`src/rtl/pfq_pkg.sv`:
```
package pfq_pkg;
  localparam int INSTR_W   = 32;
  localparam int HALF_W    = 16;
  localparam int NUM_SLOTS = 2;

  typedef struct packed {
    logic               vld;
    logic [INSTR_W-1:0] word;
  } slot_t;
endpackage

```
`src/rtl/pfq_pc_reg.sv`:
```
module pfq_pc_reg #(
  parameter int          PC_W     = 32,
  parameter logic [31:0] RESET_PC = 32'h0
) (
  input  logic            clk,
  input  logic            rst,
  input  logic            step_i,
  input  logic            flush_i,
  input  logic [PC_W-1:0] flush_pc_i,
  input  logic            half_i,
  output logic [PC_W-1:0] pc_o
);
  localparam logic [PC_W-1:0] INC_WORD = PC_W'(4);
  localparam logic [PC_W-1:0] INC_HALF = PC_W'(2);

  logic [PC_W-1:0] pc_q;

  always_ff @(posedge clk) begin
    if (rst)
      pc_q <= RESET_PC[PC_W-1:0];
    else if (step_i && flush_i)
      pc_q <= flush_pc_i;
    else if (step_i)
      pc_q <= pc_q + (half_i ? INC_HALF : INC_WORD);
  end

  assign pc_o = pc_q;

  assert_flush_loads_target_R5: assert property (@(posedge clk) disable iff (rst)
    (step_i && flush_i) |=> (pc_q == $past(flush_pc_i)));

  assert_word_advance_R4: assert property (@(posedge clk) disable iff (rst)
    (step_i && !flush_i && !half_i) |=> (pc_q == $past(pc_q) + INC_WORD));

  assert_half_advance_R4: assert property (@(posedge clk) disable iff (rst)
    (step_i && !flush_i && half_i) |=> (pc_q == $past(pc_q) + INC_HALF));

  assert_idle_hold_R10: assert property (@(posedge clk) disable iff (rst)
    !step_i |=> $stable(pc_q));
endmodule

```
`src/rtl/pfq_slot_queue.sv`:
```
module pfq_slot_queue
  import pfq_pkg::*;
(
  input  logic               clk,
  input  logic               rst,
  input  logic               step_i,
  input  logic               flush_i,
  input  logic [INSTR_W-1:0] fetch_word_i,
  output slot_t              head_o
);
  slot_t slot_q [NUM_SLOTS];
  slot_t fill;

  always_comb begin
    fill.vld  = 1'b1;
    fill.word = fetch_word_i;
  end

  for (genvar i = 0; i < NUM_SLOTS; i++) begin : g_slot
    slot_t nxt;
    if (i == NUM_SLOTS - 1) begin : g_tail
      assign nxt = fill;
    end else begin : g_mid
      assign nxt = slot_q[i+1];
    end

    always_ff @(posedge clk) begin
      if (rst) begin
        slot_q[i].vld  <= 1'b0;
        slot_q[i].word <= '0;
      end else if (step_i && flush_i) begin
        slot_q[i].vld  <= 1'b0;
      end else if (step_i) begin
        slot_q[i] <= nxt;
      end
    end
  end

  assign head_o = slot_q[0];

  assert_flush_empties_R5: assert property (@(posedge clk) disable iff (rst)
    (step_i && flush_i) |=> (!slot_q[0].vld && !slot_q[NUM_SLOTS-1].vld));

  assert_plain_step_fills_R3: assert property (@(posedge clk) disable iff (rst)
    (step_i && !flush_i) |=> (slot_q[NUM_SLOTS-1].vld &&
                              slot_q[NUM_SLOTS-1].word == $past(fetch_word_i)));
endmodule

```
`src/rtl/pfq_issue.sv`:
```
module pfq_issue
  import pfq_pkg::*;
#(
  parameter int PC_W = 32
) (
  input  logic               clk,
  input  logic               rst,
  input  logic               step_i,
  input  logic               half_i,
  input  slot_t              head_i,
  input  logic [PC_W-1:0]    pc_i,
  output logic               issue_valid_o,
  output logic [INSTR_W-1:0] issue_instr_o,
  output logic [PC_W-1:0]    trace_pc_o
);
  localparam logic [PC_W-1:0] LAG_WORD = PC_W'(8);
  localparam logic [PC_W-1:0] LAG_HALF = PC_W'(4);

  logic [PC_W-1:0]    lag;
  logic [PC_W-1:0]    trace_d;
  logic [INSTR_W-1:0] instr_d;

  always_comb begin
    lag     = half_i ? LAG_HALF : LAG_WORD;
    trace_d = (pc_i < lag) ? '0 : pc_i - lag;
    instr_d = half_i ? {{(INSTR_W-HALF_W){1'b0}}, head_i.word[HALF_W-1:0]}
                     : head_i.word;
  end

  always_ff @(posedge clk) begin
    if (rst) begin
      issue_valid_o <= 1'b0;
      issue_instr_o <= '0;
      trace_pc_o    <= '0;
    end else begin
      issue_valid_o <= step_i && head_i.vld;
      if (step_i && head_i.vld) begin
        issue_instr_o <= instr_d;
        trace_pc_o    <= trace_d;
      end
    end
  end

  assert_half_upper_zero_R8: assert property (@(posedge clk) disable iff (rst)
    (step_i && half_i && head_i.vld) |=> (issue_instr_o[INSTR_W-1:HALF_W] == '0));

  assert_idle_no_issue_R10: assert property (@(posedge clk) disable iff (rst)
    !step_i |=> !issue_valid_o);

  assert_empty_no_issue_R7: assert property (@(posedge clk) disable iff (rst)
    !head_i.vld |=> !issue_valid_o);
endmodule

```
`src/rtl/dual_width_prefetch.sv`:
```
module dual_width_prefetch
  import pfq_pkg::*;
#(
  parameter int          PC_W     = 32,
  parameter logic [31:0] RESET_PC = 32'h0
) (
  input  logic            clk,
  input  logic            rst,
  input  logic            step_i,
  input  logic            flush_i,
  input  logic [PC_W-1:0] flush_pc_i,
  input  logic            half_mode_i,
  output logic [PC_W-1:0] mem_addr_o,
  output logic            mem_half_o,
  input  logic [31:0]     mem_rdata_i,
  output logic            issue_valid_o,
  output logic [31:0]     issue_instr_o,
  output logic [PC_W-1:0] trace_pc_o,
  output logic [PC_W-1:0] pc_o
);
  logic [PC_W-1:0] pc;
  slot_t           head;

  pfq_pc_reg #(.PC_W(PC_W), .RESET_PC(RESET_PC)) u_pc (
    .clk        (clk),
    .rst        (rst),
    .step_i     (step_i),
    .flush_i    (flush_i),
    .flush_pc_i (flush_pc_i),
    .half_i     (half_mode_i),
    .pc_o       (pc)
  );

  pfq_slot_queue u_queue (
    .clk          (clk),
    .rst          (rst),
    .step_i       (step_i),
    .flush_i      (flush_i),
    .fetch_word_i (mem_rdata_i),
    .head_o       (head)
  );

  pfq_issue #(.PC_W(PC_W)) u_issue (
    .clk           (clk),
    .rst           (rst),
    .step_i        (step_i),
    .half_i        (half_mode_i),
    .head_i        (head),
    .pc_i          (pc),
    .issue_valid_o (issue_valid_o),
    .issue_instr_o (issue_instr_o),
    .trace_pc_o    (trace_pc_o)
  );

  assign mem_addr_o = pc;
  assign mem_half_o = half_mode_i;
  assign pc_o       = pc;

  assert_fetch_addr_R2: assert property (@(posedge clk) disable iff (rst)
    (step_i && !flush_i) |=> (mem_addr_o != $past(mem_addr_o)));
endmodule

```
`config.mk`:
```
export PLATFORM = sky130hd
export DESIGN_NAME = dual_width_prefetch
export DESIGN_NICKNAME = d
export VERILOG_FILES = /design/src/rtl/pfq_pkg.sv /design/src/rtl/pfq_pc_reg.sv /design/src/rtl/pfq_slot_queue.sv /design/src/rtl/pfq_issue.sv /design/src/rtl/dual_width_prefetch.sv
export SDC_FILE = /design/constraint.sdc
export NUM_CORES = 1
export LEC_CHECK = 0
export BUFFER_PORTS_ARGS = -buffer_cell sky130_fd_sc_hd__buf_2
export CORE_UTILIZATION = 45
export CTS_CLUSTER_SIZE = 14
export DETAILED_ROUTE_END_ITERATION = 12
export GPL_TIMING_DRIVEN = 0
export PLACE_DENSITY = 0.67
export SETUP_SLACK_MARGIN = 0.1
export SYNTH_ARGS = -nofsm -noshare
export SYNTH_HDL_FRONTEND = slang
export SYNTH_SLANG_ARGS = --single-unit
```
`constraint.sdc`:
```
create_clock -name clk -period 4.9 [get_ports clk]
set_clock_uncertainty 0.05 [all_clocks]
set_input_delay 0.98 -clock clk [delete_from_list [all_inputs] [get_ports clk]]
set_output_delay 0.98 -clock clk [all_outputs]
set_load 0.01 [all_outputs]
```
Yosys cells after proc, flatten, opt, wreduce, memory -nomap -nowiden
Memory sizes are Yosys's and may differ from the RTL's.
Index checks and enable logic that the tools add are counted.
W data, S select, Z words.

storage, ports and cells
  flip-flop bits (word level) = 97
  memory bits (writable) = 66
  bits of input ports = 69
  memories = 1

cells by class
  add/sub/neg operators = 2
  magnitude comparators = 1
  muxes and demuxes = 21
  bitwise operators = 6
  reduce and logical (&&, ||, !) cells = 3

memories
  name            words  bits a word  read ports  clocked after Yosys merged registers in  write ports  line                  text
  u_queue.slot_q  2      33           2           0                                        2            pfq_slot_queue.sv:11  slot_t slot_q [NUM_SLOTS];

operators by type and width
  cell                 count
  $mux W32             6
  $add A32 B32 Y32     1
  $lt A32 B32 Y1       1
  $sub A32 B32 Y32     1
  $mux W1              13
  $or A1 B1 Y1         6
  $mux W4              1
  $mux W3              1
  $logic_and A1 B1 Y1  2
  $reduce_bool A2 Y1   1

Longest topological paths before layout
Gate-level depths: netlist (run 1).

  depth in word-level cells = 6
  depth in mapped cells = 11
  depth with buffers taken out = 10

By module
A second synthesis (run 1) with hierarchy kept.

unflattened totals
  cell total of the unflattened synthesis = 756
  area total of the unflattened synthesis = 7579.8 um^2

by module, submodules not included
  module               times used  cells each  area each (um^2)
  pfq_issue            1           300         2690.1
  pfq_slot_queue       1           142         2479.9
  pfq_pc_reg           1           281         2162.1
  dual_width_prefetch  1           33          247.7

Least setup slack after synthesis (run 1)
OpenSTA, ideal clock, no wires.

  path kind = input-to-reg
  start = input rst
  end = memory u_queue.slot_q[0][0] (netlist bit) (enable)
  data arrival time = 3.104 ns
  required time = 4.418 ns
  path slack = 1.314 ns
  stages = 3
  path buffers = 2
  cell sequence = clkbuf_1 -> clkbuf_1 -> nand2b_1

RTL lines
  what                line                      text
  start: declaration  dual_width_prefetch.sv:8  input logic rst,
  end: declaration    pfq_slot_queue.sv:11

Final worst setup path (run 1)
  start = input half_mode_i
  end = register u_issue.trace_pc_o[25]

between the ends
  word-level cells in the longest chain between the ends = 3
  elaborated cells between the ends (all ways) = 4

RTL lines
  what                                                line                       text
  start: declaration                                  dual_width_prefetch.sv:12  input logic half_mode_i,
  $mux W4 (*)                                         pfq_issue.sv:24            lag = half_i ? LAG_HALF : LAG_WORD;
  $sub A32 B32 Y32 or $lt A32 B32 Y1 (tied branches)  pfq_issue.sv:25            trace_d = (pc_i < lag) ? '0 : pc_i - lag;
  $mux W32 (*)                                        pfq_issue.sv:25
  end signal: assignment                              pfq_issue.sv:39            trace_pc_o <= trace_d;
  end: declaration                                    pfq_issue.sv:14            output logic [PC_W-1:0] trace_pc_o

Every way passes the cells marked *; elsewhere a longest branch is shown, timed or not.
A chain may end at the register's enable or synchronous reset.

==> results of run 1 <==
## final cells by class
class                           count  area (um2)  share of cell area, %
Sequential cell                   163        3920                   42.5
Tap cell                          216         270                   2.92
Inverter                            9        33.8                  0.366
Buffer                             91         487                   5.27
Clock inverter                     14         189                   2.04
Timing Repair Buffer              198         991                   10.7
Antenna cell                        1        2.50                 0.0271
Clock buffer                       18         429                   4.64
Multi-Input combinational cell    485        2910                   31.5
## final timing paths
kind / startpoint / to / cells after the start
worst max-delay path: half_mode_i / u_issue.trace_pc_o[25] / 10
worst min-delay path: u_issue.trace_pc_o[6] / u_issue.trace_pc_o[6] / 1
worst max register to register: u_pc.pc_o[2] / u_issue.trace_pc_o[25] / 10
worst min register to register: u_issue.trace_pc_o[6] / u_issue.trace_pc_o[6] / 1
## cells in the final DEF (no fill, tap or decap), types with 9 or more instances in the layout
cell type    n
buf_2      201
dfxtp_1     97
nand2_1     94
and2_1      71
edfxtp_1    66
o21ai_0     50
clkbuf_1    46
nor2_1      38
a21oi_1     35
buf_4       33
a22o_1      18
clkbuf_16   17
xnor2_1     16
nor3_1      14
a211oi_1    13
nand3_1     12
and3_1      10
a22oi_1     10
inv_1        9
nor4_1       9
xor2_1       9
nand4_1      9
## kinds of logic (layout without fill, tap and decap cells)
family                     after synthesis  in the layout  synth area share [%]
AOI/OAI and AO/OA                      165            165                  14.6
xor gates and xnor gates                25             25                  2.98
adders and majority gates                6              6                  1.23
buffers and inverters                  100            330                  7.08
DFF                                    163            163                  53.4
muxes                                    3              3                 0.409
other                                    0              1                     0
and+or+nand+nor                        286            286                  20.3
## sequential cells by signal, summed over array words and instances (netlist names)
name,cells
u_pc.pc_o,32
u_issue.issue_instr_o,32
u_queue.slot_q,66
u_issue.issue_valid_o,1
u_issue.trace_pc_o,32
## metrics by stage
stage,cells,hold slack [ns],total power [W],worst slack (ns),utilization (%)
6_report,1195,0.399,0.00328,0.872,58.0
5_1_grt,1194,0.415,0.00341,0.694,57.9
4_1_cts,1194,0.400,0.00330,0.833,57.9
3_5_place_dp,1162,0.385,0.00191,0.383,54.1
3_3_place_gp,1162,0.379,0.00191,0.208,54.0
2_1_floorplan,748,0.386,0.00178,1.31,-
## metal layers
metal	up-vias	wire length [um]	GRT usage [%]	share of wire [%]
li1	3055	-	-	-
met1	2864	7810	27.9	42
met2	240	8910	37.8	48
met3	41	1420	6.23	7.6
met4	2	582	10.9	3.1
met5	-	14	0	0.075
## critical path: stages
cell and delay (ns):
buf_2 0.23, ha_1 0.18, inv_1 0.07, fa_1 0.41, or4_1 0.59, nor4_4 0.44
nand3_4 0.22, o41ai_4 0.65, clkbuf_2 0.37, o21ai_0 0.13
## power groups by stage
| stage | Combinational, W | Sequential [W] | Clock [W] |
|---|---|---|---|
| global route | 0.000407 | 0.00153 | 0.00147 |
| detailed placement | 0.000366 | 0.00155 | 0 |
| CTS | 0.000368 | 0.00152 | 0.00141 |
| global placement | 0.000361 | 0.00155 | 0 |
| floorplan | 0.000223 | 0.00155 | 0 |
| finish | 0.000365 | 0.00152 | 0.00140 |
==> out/qor.yml, run 1 <==
outcome:
  outcome: "completed"
grt:
  grt_pass1_wl_um: 29400
  grt_pass1_vias: 5636
  antenna_found_initial: 2
  grt-ovfl-total: 0
  grt_max_degree: 65
  grtUsageTotal_pct: 22.9
die:
  io_pins: 199
  rows: 46
  die_area_mm2: 0.0169
  die_h_um: 130
  die_x_um: 130
  core_mm2: 0.0159
  initial_core_util_pct: 46.1
power_and_ir_drop:
  p_comb_share_pct: 11.1
  p_clk_share_pct: 42.6
  intPower_w: 0.00245
  ir_drop_v: 0.000250
  p_leak_nw: 3.97
  power.share.sequential_pct: 46.3
  swShare_pct: 25.2
  p_switching_w: 0.000828
  p_per_area_mw_per_mm2: 355
timing:
  hold_violations: 0
  fin_crit_ns: 4.03
  min_period_over_period_pct: 82.2
  fmax_ghz: 0.248
  finalSetupViolCount: 0
  tns_ns: 0
  slew_headroom_pct: 19.3
  max_slew.worst_pin.slew_ns: 1.20
  rsz0062_at_grt: "false"
  slew_violations: 0
worst_setup_path:
  start_kind: "input pin"
  crit_fanout: 10
  endpoint_kind: "flop"
  critPathArrivalTime_ns: 4.28
  reg2reg_slack_ns: 1.21
  crit_type: "input pin to flop"
  crit_required_ns: 5.16
layout:
  fin_area_mm2: 0.00924
  fillers: 1447
  drive_gt1_share_pct: 28.6
  nets: 1040
  areaGrowthSynthToFinish_pct: 25.7
synthesis:
  synth_common_cells: "dfxtp_1 (97), nand2_1 (94), and2_1 (71), edfxtp_1 (66), o21ai_0 (50)"
  synth_most_common_cell: "dfxtp_1"
  synth_seq_cells: 163
  syn_area_per_cell_um2: 9.83
  synthFlopType: "dfxtp_1"
  ys_async_sr_fraction_pct: 0
  synth_edf_count: 66
  synth_top_area_share_pct: 27.0
  syn_inst: 748
  syn_area_mm2: 0.00735
  syn-num-nets: 823
  synth-seq-area-share_pct: 53.4
  synth_area_leaders: "edfxtp_1 (27%), dfxtp_1 (26%), and2_1 (6.0%), nand2_1 (4.8%), o21ai_0 (3.4%)"
  yosysUniqueCellTypes: 54
  yosysTopAreaCell: "edfxtp_1"
  synth_warnings: 0
hold_path:
  hp-class: "flop to flop"
routing:
  first_iter_violations: 379
  drtAntennaViolNets: 0
  vias: 6202
  post_drt_via_cell_ratio: 5.19
  post-route-drc-count: 0
  routed_wl_um: 18700
  post_drt_wl_per_cell_um: 15.7
  dr.pass1.iters: 4
clocking:
  clk_pin_slew_ns: 0.07
  insertion_delay_ns: 0.43
  postCtsSetupBuffers: 0
  ctsResizeCount: 0
  hold_buffers: 0
  cts_tree: "built"
  cts_max_level: 4
  clockRootBuffer: "clkbuf_16"
  cts_buffers: 17
  cts_sinks: 163
  cts_buffer_depth: 2
placement:
  portBuffers: 198
  hpwl_um: 13700
  place.gp.congestion: 0.912
  placed_area_mm2: 0.00862
run:
  maxCapViolCount: 0
Power figures use the tool's default switching activity.
==> inputs of run 2 (changes only) <==
--- a/config.mk
+++ b/config.mk
@@ -5,12 +5,13 @@
 export SDC_FILE = /design/constraint.sdc
 export NUM_CORES = 1
 export LEC_CHECK = 0
+export ABC_AREA = 1
 export BUFFER_PORTS_ARGS = -buffer_cell sky130_fd_sc_hd__buf_2
 export CORE_UTILIZATION = 45
 export CTS_CLUSTER_SIZE = 14
 export DETAILED_ROUTE_END_ITERATION = 12
 export GPL_TIMING_DRIVEN = 0
-export PLACE_DENSITY = 0.67
+export PLACE_DENSITY = 0.69
 export SETUP_SLACK_MARGIN = 0.1
 export SYNTH_ARGS = -nofsm -noshare
 export SYNTH_HDL_FRONTEND = slang
==> constraint.sdc (replaced) <==
create_clock -name clk -period 3.7 [get_ports clk]
set_clock_uncertainty 0.05 [all_clocks]
set_input_delay 0.74 -clock clk [delete_from_list [all_inputs] [get_ports clk]]
set_output_delay 0.74 -clock clk [all_outputs]
set_load 0.01 [all_outputs]
==> out/qor.yml, run 2 <==
power_and_ir_drop:
  ir_drop_v: 0.000350  # +40%
  p_per_area_mw_per_mm2: 436  # +23%
  total_power_w: 0.00441  # +34%
  p_leak_nw: 4.87  # +23%
grt:
  grt_pass1_vias: 6775  # +20%
  antenna_found_initial: 0  # -2
  grt-ovfl-total: 0  # unchanged
  grt_pass1_wl_um: 35800  # +22%
  grt_max_degree: 65  # unchanged
  grtUsageTotal_pct: 25.6  # +2.7 points
run:
  maxCapViolCount: 0  # unchanged
placement:
  place.gp.congestion: 0.958  # +5.0%
  pre_cts_ws_ns: 0.666  # +0.284 ns
  hpwl_um: 17700  # +29%
  portBuffers: 198  # unchanged
hold_path:
  hold_end: "u_issue.trace_pc_o[24]"
  hp-class: "flop to flop"
  min_delay_path_depth: 2  # +1
  worstHoldStart: "u_issue.trace_pc_o[24]"
layout:
  diodes: 0  # -1
  drive_gt1_share_pct: 24.2  # -4.4 points
  fillers: 1726  # +19%
  areaGrowthSynthToFinish_pct: 22.7
  largest_reg_flops: 66  # unchanged
  final_cell_mix: "nand2_1 (267), nor2_1 (208), buf_2 (208), inv_1 (122), dfxtp_1 (97)"
  nets: 1392  # +34%
  layout_commonest_cell: "nand2_1"
  regMostFlops: "u_queue.slot_q"
  final_core_util_pct: 56.3  # -1.7 points
worst_setup_path:
  crit_fanout: 10  # unchanged
  r2r_end: "u_pc.pc_o[31]"
  cpMostUsedCell: "nand2_1"
  crit_slowest_cell: "ha_1"
  endpoint_kind: "flop"
  crit_required_ns: 3.95  # -1.21 ns
  reg2reg_slack_ns: 1.33  # +0.12 ns
  rr_worst_depth: 11  # +1
  crit_type: "input pin to flop"
  path_cells: "buf_2 > clkinv_1 > clkbuf_1 > ha_1 > nand3_1 > nand2_1 > nand2_1 > nor2_4 > nand2_1 > nand2_1 > nand2_1 > a21oi_1 > nor2_1"
  critPathArrivalTime_ns: 2.86  # -1.42 ns
  timing.rr.start: "u_pc.pc_o[1]"
  slowest_delay_ns: 0.39  # -0.26 ns
  start_kind: "input pin"
clocking:
  cts_buffers: 17  # unchanged
  postCtsSetupBuffers: 0  # unchanged
  hold_buffers: 0  # unchanged
  clk_pin_slew_ns: 0.07  # about the same
  cts_sinks: 163  # unchanged
  clockRootBuffer: "clkbuf_16"
  insertion_delay_ns: 0.43  # about the same
  ctsResizeCount: 0  # unchanged
  cts_max_level: 4  # unchanged
  cts_tree: "built"
  cts_buffer_depth: 2  # unchanged
synthesis:
  syn-num-nets: 1175  # +43%
  syn_inst: 1100  # +47%
  synth_warnings: 0  # unchanged
  synth_seq_cells: 163  # unchanged
  synth_edf_count: 66  # unchanged
  synth_area_leaders: "edfxtp_1 (24%), dfxtp_1 (24%), nand2_1 (12%), nor2_1 (9.5%), inv_1 (5.6%)"
  synth-seq-area-share_pct: 47.6  # -5.7 points
  synth_most_common_cell: "nand2_1"
  ys_async_sr_fraction_pct: 0  # unchanged
  syn_area_mm2: 0.00824  # +12%
  yosysUniqueCellTypes: 28  # -48%
  synthFlopType: "dfxtp_1"
  syn_area_per_cell_um2: 7.49  # -24%
  yosysTopAreaCell: "edfxtp_1"
  synth_top_area_share_pct: 24.1  # -2.9 points
  synth_common_cells: "nand2_1 (268), nor2_1 (208), inv_1 (122), dfxtp_1 (97), nand3_1 (75)"
routing:
  first_iter_violations: 436  # +15%
  post_drt_via_cell_ratio: 4.87  # -6.2%
  post-route-drc-count: 0  # unchanged
  drtAntennaViolNets: 0  # unchanged
  routed_wl_um: 23600  # +26%
  vias: 7588  # +22%
  dr.pass1.iters: 5  # +1
  post_drt_wl_per_cell_um: 15.1  # -3.5%
outcome:
  outcome: "completed"
die:
  rows: 49  # +6.5%
  core_mm2: 0.0180  # +13%
  die_h_um: 137  # +5.8%
  die_x_um: 137  # +5.8%
  io_pins: 199  # unchanged
  initial_core_util_pct: 45.9  # -0.26 points
  die_area_mm2: 0.0188  # +12%
timing:
  finalSetupViolCount: 0  # unchanged
  fmax_ghz: 0.383
  rsz0062_at_grt: "false"
  min_period_over_period_pct: 70.5
  slew_violations: 0  # unchanged
  layout_setup_ws_ns: 1.09  # +0.219 ns
  fin_crit_ns: 2.61
  tns_ns: 0  # unchanged
  slew_headroom_pct: 45.8  # +27 points
  max_slew.worst_pin.slew_ns: 0.813  # -0.387 ns
  hold_violations: 0  # unchanged
-- run 2: kinds of logic after synthesis --
kind of cell	Yosys count	share of synthesized area, %
and+or+nand+nor	593	30.3
buffers and inverters	205	12.0
DFF	163	47.6
AOI/OAI and AO/OA	118	7.29
xor gates and xnor gates	15	1.60
adders and majority gates	6	1.09
-- run 2: per-stage QoR --
stage	hold slack [ns]	instance area [um2]	cells
6_report	0.412	10100	1559
5_1_grt	0.424	10100	1559
4_1_cts	0.413	10100	1559
3_5_place_dp	0.402	9520	1527
3_3_place_gp	0.395	9510	1527
2_1_floorplan	0.392	8240	1100
-- run 2: area by class of cell --
type	instances	area, um2	area share (%)
clock inverters	15	159	1.57
inverters	126	473	4.68
repair buffers	198	991	9.81
clock buffers	17	425	4.21
flip-flops and latches	163	3920	38.8
multi-input cells	732	3330	32.9
well taps	229	287	2.84
plain buffers	79	519	5.14
-- run 2: power by group --
group | leakage, nW | internal [W] | total [W] | switching, W
logic | 3.09 | 0.000213 | 0.000593 | 0.000380
registers | 1.48 | 0.00196 | 0.00202 | 0.0000640
clock network | 0.288 | 0.000959 | 0.00179 | 0.000830
total | 4.87 | 0.00313 | 0.00441 | 0.00127
-- run 2: worst max-delay path by stage --
stage,start,depth (start not counted),to,slack (ns)
after floorplan,rst,4,u_queue.slot_q[0][0],0.55
after global placement,rst,5,u_queue.slot_q[0][8],-0.47
after detailed placement,half_mode_i,13,u_pc.pc_o[30],0.67
after CTS,half_mode_i,13,u_pc.pc_o[30],1.11
after global routing,half_mode_i,12,u_pc.pc_o[20],0.93
final,half_mode_i,13,u_pc.pc_o[30],1.09
-- run 2: per-layer routing --
metal | vias up | part of all wire, % | track usage [%]
li1 | 3870 | - | -
met1 | 3412 | 42 | 30.5
met2 | 262 | 48 | 43.9
met3 | 44 | 7.4 | 6.66
met4 | 0 | 2.6 | 9.95
met5 | - | 0 | 0
-- run 2: critical path: cells and delay by family --
kind / cells / cell delay, ns
AO/OA/AOI/OAI: 1 / 0.12
buffers and inverters: 3 / 0.79
AND/OR/NAND/NOR: 8 / 0.82
adder cells (fa/ha/maj): 1 / 0.39
